[src/rtl/coef_pack12_pkg.sv]
`timescale 1ns/1ps
package coef_pack12_pkg;
    localparam int CP_COEF_W     = 12;
    localparam int CP_N_COEF     = 256;
    localparam int CP_K_MIN      = 2;
    localparam int CP_K_MAX      = 4;
    localparam int CP_SEED_BYTES = 32;

    typedef enum logic [1:0] {
        ST_IDLE = 2'd0,
        ST_POLY = 2'd1,
        ST_SEED = 2'd2,
        ST_FIN  = 2'd3
    } cp_state_e;

    // Slot inside the four-cycle pair schedule.
    typedef enum logic [1:0] {
        PH_FETCH0 = 2'd0,
        PH_LOW    = 2'd1,
        PH_MID    = 2'd2,
        PH_HIGH   = 2'd3
    } cp_phase_e;
endpackage

[src/rtl/cp12_pack.sv]
`timescale 1ns/1ps
// Forms the output byte for the current slot of a coefficient pair.
module cp12_pack
    import coef_pack12_pkg::*;
(
    input  cp_phase_e  phase_i,
    input  logic [11:0] rdata_i,
    input  logic [3:0]  c0_hi_i,
    input  logic [7:0]  c1_hi_i,
    output logic [7:0]  byte_o
);
    always_comb begin
        unique case (phase_i)
            PH_LOW:  byte_o = rdata_i[7:0];
            PH_MID:  byte_o = {rdata_i[3:0], c0_hi_i};
            PH_HIGH: byte_o = c1_hi_i;
            default: byte_o = 8'h00;
        endcase
    end
endmodule

[src/rtl/cp12_seed_pick.sv]
`timescale 1ns/1ps
// Selects one byte of the captured seed word.
module cp12_seed_pick #(
    parameter int SEED_BYTES = 32,
    localparam int SIDX_W    = (SEED_BYTES > 1) ? $clog2(SEED_BYTES) : 1
) (
    input  logic [SEED_BYTES*8-1:0] seed_i,
    input  logic [SIDX_W-1:0]       idx_i,
    output logic [7:0]              byte_o
);
    assign byte_o = seed_i[{idx_i, 3'b000} +: 8];
endmodule

[src/rtl/coef_pack12.sv]
`timescale 1ns/1ps
module coef_pack12
    import coef_pack12_pkg::*;
#(
    parameter int N_COEF     = CP_N_COEF,
    parameter int K_MAX      = CP_K_MAX,
    parameter int SEED_BYTES = CP_SEED_BYTES,
    localparam int COEF_W    = CP_COEF_W,
    localparam int PAIRS     = N_COEF / 2,
    localparam int PAIR_W    = (PAIRS > 1) ? $clog2(PAIRS) : 1,
    localparam int POLY_W    = (K_MAX > 1) ? $clog2(K_MAX) : 1,
    localparam int KW        = $clog2(K_MAX + 1),
    localparam int CADDR_W   = $clog2(K_MAX * N_COEF),
    localparam int POLY_BYTES = N_COEF * COEF_W / 8,
    localparam int BADDR_W   = $clog2(POLY_BYTES * K_MAX + SEED_BYTES),
    localparam int SIDX_W    = (SEED_BYTES > 1) ? $clog2(SEED_BYTES) : 1,
    localparam int SEED_BITS = SEED_BYTES * 8
) (
    input  logic                 clk_i,
    input  logic                 rst_n_i,
    input  logic                 start_i,
    input  logic [KW-1:0]        k_i,
    input  logic                 seed_en_i,
    input  logic [SEED_BITS-1:0] seed_i,
    output logic                 coef_rd_en_o,
    output logic [CADDR_W-1:0]   coef_rd_addr_o,
    input  logic [COEF_W-1:0]    coef_rd_data_i,
    output logic                 byte_wr_en_o,
    output logic [BADDR_W-1:0]   byte_wr_addr_o,
    output logic [7:0]           byte_wr_data_o,
    output logic                 done_o
);
    typedef struct packed {
        cp_state_e            st;
        cp_phase_e            ph;
        logic [PAIR_W-1:0]    pair;
        logic [POLY_W-1:0]    poly;
        logic [KW-1:0]        k;
        logic                 seed_en;
        logic [SEED_BITS-1:0] seed;
        logic [BADDR_W-1:0]   bcnt;
        logic [SIDX_W-1:0]    sidx;
        logic [3:0]           c0_hi;
        logic [7:0]           c1_hi;
    } cp_regs_t;

    cp_regs_t   q, d;
    logic [7:0] pair_byte;
    logic [7:0] seed_byte;
    logic [KW-1:0] k_clamped;

    cp12_pack u_pack (
        .phase_i (q.ph),
        .rdata_i (coef_rd_data_i),
        .c0_hi_i (q.c0_hi),
        .c1_hi_i (q.c1_hi),
        .byte_o  (pair_byte)
    );

    cp12_seed_pick #(.SEED_BYTES(SEED_BYTES)) u_seed (
        .seed_i (q.seed),
        .idx_i  (q.sidx),
        .byte_o (seed_byte)
    );

    always_comb begin
        if (k_i < KW'(CP_K_MIN))      k_clamped = KW'(CP_K_MIN);
        else if (k_i > KW'(K_MAX))    k_clamped = KW'(K_MAX);
        else                          k_clamped = k_i;
    end

    always_comb begin
        d              = q;
        coef_rd_en_o   = 1'b0;
        coef_rd_addr_o = CADDR_W'(q.poly) * CADDR_W'(N_COEF)
                       + CADDR_W'({q.pair, q.ph[0]});
        byte_wr_en_o   = 1'b0;
        byte_wr_addr_o = q.bcnt;
        byte_wr_data_o = pair_byte;
        done_o         = 1'b0;

        unique case (q.st)
            ST_IDLE: begin
                if (start_i) begin
                    d.st      = ST_POLY;
                    d.ph      = PH_FETCH0;
                    d.pair    = '0;
                    d.poly    = '0;
                    d.k       = k_clamped;
                    d.seed_en = seed_en_i;
                    d.seed    = seed_i;
                    d.bcnt    = '0;
                    d.sidx    = '0;
                end
            end
            ST_POLY: begin
                d.ph = cp_phase_e'(q.ph + 2'd1);
                unique case (q.ph)
                    PH_FETCH0: coef_rd_en_o = 1'b1;
                    PH_LOW: begin
                        coef_rd_en_o = 1'b1;
                        byte_wr_en_o = 1'b1;
                        d.c0_hi      = coef_rd_data_i[11:8];
                    end
                    PH_MID: begin
                        byte_wr_en_o = 1'b1;
                        d.c1_hi      = coef_rd_data_i[11:4];
                    end
                    default: begin
                        byte_wr_en_o = 1'b1;
                        d.pair       = q.pair + PAIR_W'(1);
                        if (q.pair == PAIR_W'(PAIRS - 1)) begin
                            d.pair = '0;
                            if (q.poly == POLY_W'(q.k - KW'(1)))
                                d.st = q.seed_en ? ST_SEED : ST_FIN;
                            else
                                d.poly = q.poly + POLY_W'(1);
                        end
                    end
                endcase
            end
            ST_SEED: begin
                byte_wr_en_o   = 1'b1;
                byte_wr_data_o = seed_byte;
                d.sidx         = q.sidx + SIDX_W'(1);
                if (q.sidx == SIDX_W'(SEED_BYTES - 1))
                    d.st = ST_FIN;
            end
            default: begin
                done_o = 1'b1;
                d.st   = ST_IDLE;
            end
        endcase

        if (byte_wr_en_o)
            d.bcnt = q.bcnt + BADDR_W'(1);
    end

    always_ff @(posedge clk_i or negedge rst_n_i) begin
        if (!rst_n_i) q <= '0;
        else          q <= d;
    end
endmodule

[config.mk]
export PLATFORM = sky130hd
export DESIGN_NAME = coef_pack12
export DESIGN_NICKNAME = d
export VERILOG_FILES = /design/src/rtl/coef_pack12_pkg.sv /design/src/rtl/cp12_pack.sv /design/src/rtl/cp12_seed_pick.sv /design/src/rtl/coef_pack12.sv
export SDC_FILE = /design/constraint.sdc
export NUM_CORES = 1
export LEC_CHECK = 0
export ABC_AREA = 1
export BUFFER_PORTS_ARGS = -buffer_cell sky130_fd_sc_hd__buf_2
export CAP_MARGIN = 40
export CELL_PAD_IN_SITES_DETAIL_PLACEMENT = 2
export CELL_PAD_IN_SITES_GLOBAL_PLACEMENT = 2
export CORE_MARGIN = 3
export CORE_UTILIZATION = 31
export CTS_CLUSTER_SIZE = 14
export DETAILED_ROUTE_END_ITERATION = 8
export PLACE_DENSITY = 0.76
export RECOVER_POWER = 25
export SLEW_MARGIN = 20
export SYNTH_ARGS = -nofsm -noshare
export SYNTH_HDL_FRONTEND = slang
export SYNTH_SLANG_ARGS = --single-unit
[constraint.sdc]
create_clock -name clk_i -period 1.79 [get_ports clk_i]
set_input_delay 0.358 -clock clk_i [delete_from_list [all_inputs] [get_ports clk_i]]
set_output_delay 0.358 -clock clk_i [all_outputs]
set_load 0.005 [all_outputs]
; ---- Word level (Yosys, flattened, before mapping)
; Index checks and enable logic that the tools add are counted.
[word_totals]
regBits = 301
inputBits = 275
out_inout_bits = 32
wordCells = 76
[op_classes]
add_sub_neg = 7
magnitude_cmp = 2
eq_ne = 14
shifts = 1
n_mux = 23
reduce_logical = 18
[ops]
columns = cell, count
row1 = $mux W289, 1
row2 = $shiftx A256 B9 Y8, 1
row3 = $pmux W8 S3, 1
row4 = $mux W11, 2
row5 = $pmux W11 S2, 1
row6 = $mux W9, 2
row7 = $ne A2 B2 Y1 const B, 6
row8 = $reduce_and A2 Y1, 6
row9 = $add A11 B1 Y11 const B, 1
row10 = $add A10 B8 Y10, 1
row11 = $mux W2, 5
row12 = $pmux W5 S2, 1
row13 = $reduce_and A5 Y1, 2
row14 = $mux W8, 1
row15 = $reduce_bool A2 Y1, 4
row16 = $add A7 B1 Y7 const B, 1
row17 = $eq A7 B7 Y1 const B, 1
row18 = $eq A2 B2 Y1 const B, 3
row19 = $mux W3, 2
row20 = $pmux W2 S3, 1
row21 = $reduce_or A3 Y1, 2
row22 = $add A5 B1 Y5 const B, 1
row23 = $eq A5 B5 Y1 const B, 1
row24 = $mux W1, 5
row25 = other kinds (10), 13

; ---- Logic depth before layout (Yosys ltp)
[depth]
ltp_word = 6
mapped_depth = 12
mapped_depth_nobuf = 11

; ---- Cells and area by module
; A second synthesis with hierarchy kept.
[unflattened]
hier_cells = 2063
hier_area_um2 = 15217.1
[modules_own_cells]
columns = mod, instances, cells_each, area_each_um2, seq_area_each_um2
row1 = coef_pack12, 1, 1416, 12220.5, 7507.2
row2 = cp12_seed_pick, 1, 609, 2740.1, 0.0
row3 = cp12_pack, 1, 38, 256.5, 0.0

; ---- Worst setup path after synthesis
; OpenSTA, ideal clock, no wires.
[synth_path]
path_kind = register -> output
startpoint = register q[12] (netlist name)
endpoint = output byte_wr_data_o[6]
arrival_time_ps = 1275
required_ps = 1432
slack_ps = 157
stages_incl_launch_ff = 11
path_buffers = 3
path_cell_list = dfrtp_1 buf_4 buf_6 buf_2 nand2_1 nand3_1 a21oi_1 nor2_1 nand2_1 nand3_1 nand2_1
[synth_between]
elab_chain_len = 2
[synth_lines]
columns = item, line
row1 = "start, declared", coef_pack12.sv:47  ; cp_regs_t q, d;
row2 = "start signal, assigned", coef_pack12.sv:140  ; if (!rst_n_i) q <= '0;
row3 = "start signal, assigned", coef_pack12.sv:141  ; else q <= d;
row4 = $shiftx A256 B9 Y8, cp12_seed_pick.sv:11  ; assign byte_o = seed_i[{idx_i, 3'b000} +: 8];
row5 = $mux W8, coef_pack12.sv:82  ; unique case (q.st)
row6 = "end, declared", coef_pack12.sv:30  ; output logic [7:0] byte_wr_data_o,
; Every way passes these cells.

; ---- Worst setup path in the final report
[layout_path]
startpoint = register q[12] (netlist name)
endpoint = output byte_wr_data_o[0]
; The elaborated chain is that of the path after synthesis.

==> summary by stage <==
Route
The detailed router finished its first iteration with approximately 790 violations. The via count normalized by instance count is around 4.9. For this run, the detailed router's first-pass iteration total came to 5. After detailed routing, the average wire length per cell comes to approximately 21 um.

The remaining number of nets flagged by the antenna check after routing is 0. The routed design has between 60,000 and 70,000 um of wire. The total via count after detailed routing is 14,600.

In the routed design, unresolved DRC markers number 0.

STA
The maximum clock frequency is between 0.3 and 0.4 GHz. The worst pin sits at a relative slew slack of about two fifths. The worst-case hold slack is roughly 17 ps. The max-slew violation total from the final report is 0.

The count of final hold-check violations was 0. The transition time at the pin with the least slew margin is just over 900 ps. The post-route clock skew is approximately 24 ps. Setup violations remaining at the end of the flow were counted as 12. Setup repair after global routing could not meet its margin everywhere. After layout, the minimum clock period comes to 2740 ps. The portion of the clock cycle consumed by the worst path in the final layout is 153%. After layout, the worst setup slack is -949 ps. The final sum of negative setup slack is -8410 ps.

Synthesis
During synthesis, Yosys emitted a total of 0 warnings. After synthesis, the share of cell area in mux cells is 0.135%. The average instance area after synthesis is around 7.5 um^2. Summing the areas of all and, or, nand and nor instances in the mapped netlist gives ~30% of the synthesized area. For this run, the register share of the synthesized area comes to around half.

Yosys mapped the design onto 33 distinct sky130hd cell types. The synthesized netlist net count is approximately 2,300. The synthesized netlist devotes 8.60% of its cell area to compound gates. The synthesized netlist occupies a cell area of 14,800 um^2. The number of register bits inferred by synthesis is 300. Summing the areas of all fa, ha and maj instances in the mapped netlist gives ~1.0% of the synthesized area.

After Yosys synthesis, XOR and XNOR cells account for less than 1% of the synthesized area. After synthesis, the largest family of logic cells by area is simple AND/OR/NAND/NOR gates. The post-synthesis instance total is between 1,500 and 2,000.

Critical path
Among all stages on the critical path, the largest delay is contributed by sky130_fd_sc_hd__dfrtp_4. Of all nets on the critical path, the largest fanout is 7. The critical path startpoint category is a register.

The data arrival time of the critical path is approximately 2400 ps. The number of buffers and inverters on the critical path is 5. The type of destination of the critical path is an output pin. The critical path's most frequent cell is sky130_fd_sc_hd__buf_12. STA puts the critical path data required time at approximately 1400 ps.

The critical path goes through buf_12, buf_12, buf_12, buf_8, o211ai_1, nand3_1, nand3_2, nand2_2, nand3_2, nand2_2, buf_6. Broken down by cell family, the worst path's largest delay share belongs to buffers and inverters. The largest stage delay on the critical path is slightly above 500 ps. The critical path is of the reg2out type.

Clocking
TritonCTS built the clock tree. The number of buffers on the longest clock path is 3. The CTS sink count is 300. The H-tree was split into 2 levels. The clock insertion delay at the later pin of the skew report is 550 ps.

After clock tree synthesis, the clock-pin slew on the worst setup and hold paths is about 60 ps. CTS placed an instance of sky130_fd_sc_hd__clkbuf_16 at the clock tree root. The number of clock buffers inserted by TritonCTS is 38.

Die
The y dimension of the die is about 220 um. The core region is approximately 47,000 um^2. The number of ports placed on the die boundary is between 300 and 400. Row generation in the floorplan step produced slightly below 80 rows. The floorplan step defined a die boundary enclosing 50,400 um^2. For this configuration, the core starts out at a cell density of a little under a third.

Measured along the x axis, the die boundary spans approximately 220 um.

GRT
The first global-routing pass estimated 98,100 um of wire. The via count of the first global-routing pass is 16,700. The final global-route overflow total is 0. The overall fraction of global-route tracks in use is between 20% and 30%.

The number of antenna violations at the first check in global routing is 2. The largest net degree at the start of global routing is 60.

Placement
Detailed placement finished with a half-perimeter wire length of ~46,000 um. Before CTS, the worst setup slack after placement is -555 ps. The weighted congestion reported at the end of routability-driven placement is 0.792. The number of placed instances with taps included is 2,873.

The placed instances occupy a cell area of 17,500 um^2. The number of input and output port buffers inserted is just over 300.

Run status
The checks that failed: setup timing. The run finished, with violations left.

Cells and area
The layout has about 5,400 filler cells. The sequential cells in the finished layout cover a total of roughly 7500 um^2. Of the cells placed in the final design, the portion with a size suffix greater than 1 is a little over a quarter. The multi-input combinational cells in the finished layout cover a total of around 6400 um^2.

The final standard cell utilization of the core is between 40% and 50%. The count of non-filler cells in the finished layout is roughly 3,000. For this run, the post-layout net count is between 2,000 and 3,000. From synthesis to final layout, the design area changed by 33.2%. The library cells used most frequently in the layout, excluding fill and tap cells, are sky130_fd_sc_hd__nand2_1, sky130_fd_sc_hd__buf_2, sky130_fd_sc_hd__dfrtp_1. Leaving out fill and tap cells, the most frequent cell in the layout is sky130_fd_sc_hd__nand2_1. The final cell area excluding filler cells is 19,700 um^2.

Pwr
VDD sags by at most slightly below 0.6 mV. The static leakage is between 10 and 15 nW. Summing internal, switching and leakage power gives 35.9 mW. In this run the power density over the cells is ~1800 nW/um^2.

Min path
The tightest min-delay check is of the in2reg type.

Job
The max-cap check violation count is 0.
[layer usage]
layer	up-vias	track usage, %	routed length [um]
li1	6866	-	-
met1	7372	32.3	27700
met2	285	43.4	31300
met3	97	3.43	2320
met4	0	8.35	2060
met5	-	0	0
[layout make-up]
| cell class | count | area share [%] |
|---|---|---|
| antenna | 2 | 0.0254 |
| clock buffer | 56 | 5.62 |
| clock inverter | 10 | 0.666 |
| inverter | 192 | 3.80 |
| multi-input combinational | 1364 | 32.7 |
| sequential | 300 | 38.1 |
| tap | 607 | 3.85 |
| timing repair buffer | 439 | 15.3 |
[worst reg2reg max path: stages, from the launching register on]
cell and delay, ps:
sky130_fd_sc_hd__dfrtp_4 460, sky130_fd_sc_hd__buf_12 130, sky130_fd_sc_hd__buf_12 130, sky130_fd_sc_hd__buf_4 150
sky130_fd_sc_hd__ha_4 140, sky130_fd_sc_hd__inv_2 40, sky130_fd_sc_hd__nor2_1 120, sky130_fd_sc_hd__ha_2 210
sky130_fd_sc_hd__o211ai_1 110, sky130_fd_sc_hd__nor2_1 220, sky130_fd_sc_hd__nand2_2 110, sky130_fd_sc_hd__nand2_1 70
sky130_fd_sc_hd__o21ai_0 70
[power by group]
| part | switching [mW] | leakage, nW | internal (mW) |
|---|---|---|---|
| clock network | 3.06 | 0.609 | 4.72 |
| registers | 1.80 | 3.72 | 9.90 |
| logic | 10.3 | 5.85 | 6.12 |
| total | 15.1 | 10.2 | 20.7 |
[what timing repair did]
action,CTS,global route
setup buffers,15,5
pin swaps,54,35
hold endpoints to repair,60,0
gates resized for setup,110,82
cloned,4,0
hold buffers,9,0
setup endpoints to repair,97,50
[Yosys cell counts]
cell type	count	area (um^2)
sky130_fd_sc_hd__a211oi_1	1	7.51
sky130_fd_sc_hd__a21oi_1	29	145
sky130_fd_sc_hd__a22o_1	1	8.76
sky130_fd_sc_hd__buf_1	5	18.8
sky130_fd_sc_hd__buf_2	67	335
sky130_fd_sc_hd__buf_4	25	188
sky130_fd_sc_hd__buf_6	5	56.3
sky130_fd_sc_hd__clkbuf_1	29	109
sky130_fd_sc_hd__clkbuf_2	1	5.00
sky130_fd_sc_hd__clkinv_1	2	7.51
sky130_fd_sc_hd__dfrtp_1	300	7510
sky130_fd_sc_hd__ha_1	12	150
sky130_fd_sc_hd__inv_1	182	683
sky130_fd_sc_hd__inv_2	8	30.0
sky130_fd_sc_hd__mux2i_1	2	20.0
sky130_fd_sc_hd__nand2_1	825	3100
sky130_fd_sc_hd__nand2_2	1	6.26
sky130_fd_sc_hd__nand3_1	181	906
sky130_fd_sc_hd__nand3_2	1	10.0
sky130_fd_sc_hd__nand4_1	2	12.5
sky130_fd_sc_hd__nor2_1	91	342
sky130_fd_sc_hd__nor2_4	1	11.3
sky130_fd_sc_hd__nor3_1	3	15.0
sky130_fd_sc_hd__nor3b_1	1	7.51
sky130_fd_sc_hd__o211ai_1	21	158
sky130_fd_sc_hd__o21ai_0	172	861
sky130_fd_sc_hd__o21ai_1	13	65.1
sky130_fd_sc_hd__o21ai_2	1	8.76
sky130_fd_sc_hd__o21bai_1	1	7.51
sky130_fd_sc_hd__o22ai_1	2	12.5
sky130_fd_sc_hd__or2_2	1	6.26
sky130_fd_sc_hd__xnor2_1	1	8.76
sky130_fd_sc_hd__xor2_1	1	8.76
[worst paths after layout]
check                                      to  cells after the start                from  slack [ps]
min                        q[136]$_DFFE_PN0P_                      3         seed_i[108]          20
max in group asynchronous  q[164]$_DFFE_PN0P_                      4             rst_n_i          60
min in group asynchronous  q[245]$_DFFE_PN0P_                      2             rst_n_i         480
max reg2reg                q[299]$_DFFE_PN0P_                     12   q[12]$_DFFE_PN0P_        -280
max                         byte_wr_data_o[0]                     11   q[12]$_DFFE_PN0P_        -950
min reg2reg                q[161]$_DFFE_PN0P_                      2  q[161]$_DFFE_PN0P_         490
[registers in the layout (all words and copies together) (netlist names)]
register	cells
byte_wr_addr_o	11
q	289
[kinds of logic after synthesis]
kind of cell	after synthesis
and+or+nand+nor	1107
buffers and inverters	324
DFF	300
AOI/OAI and AO/OA	241
adders and majority gates	12
xor gates and xnor gates	2
muxes	2
Power figures use the tool's default switching activity.
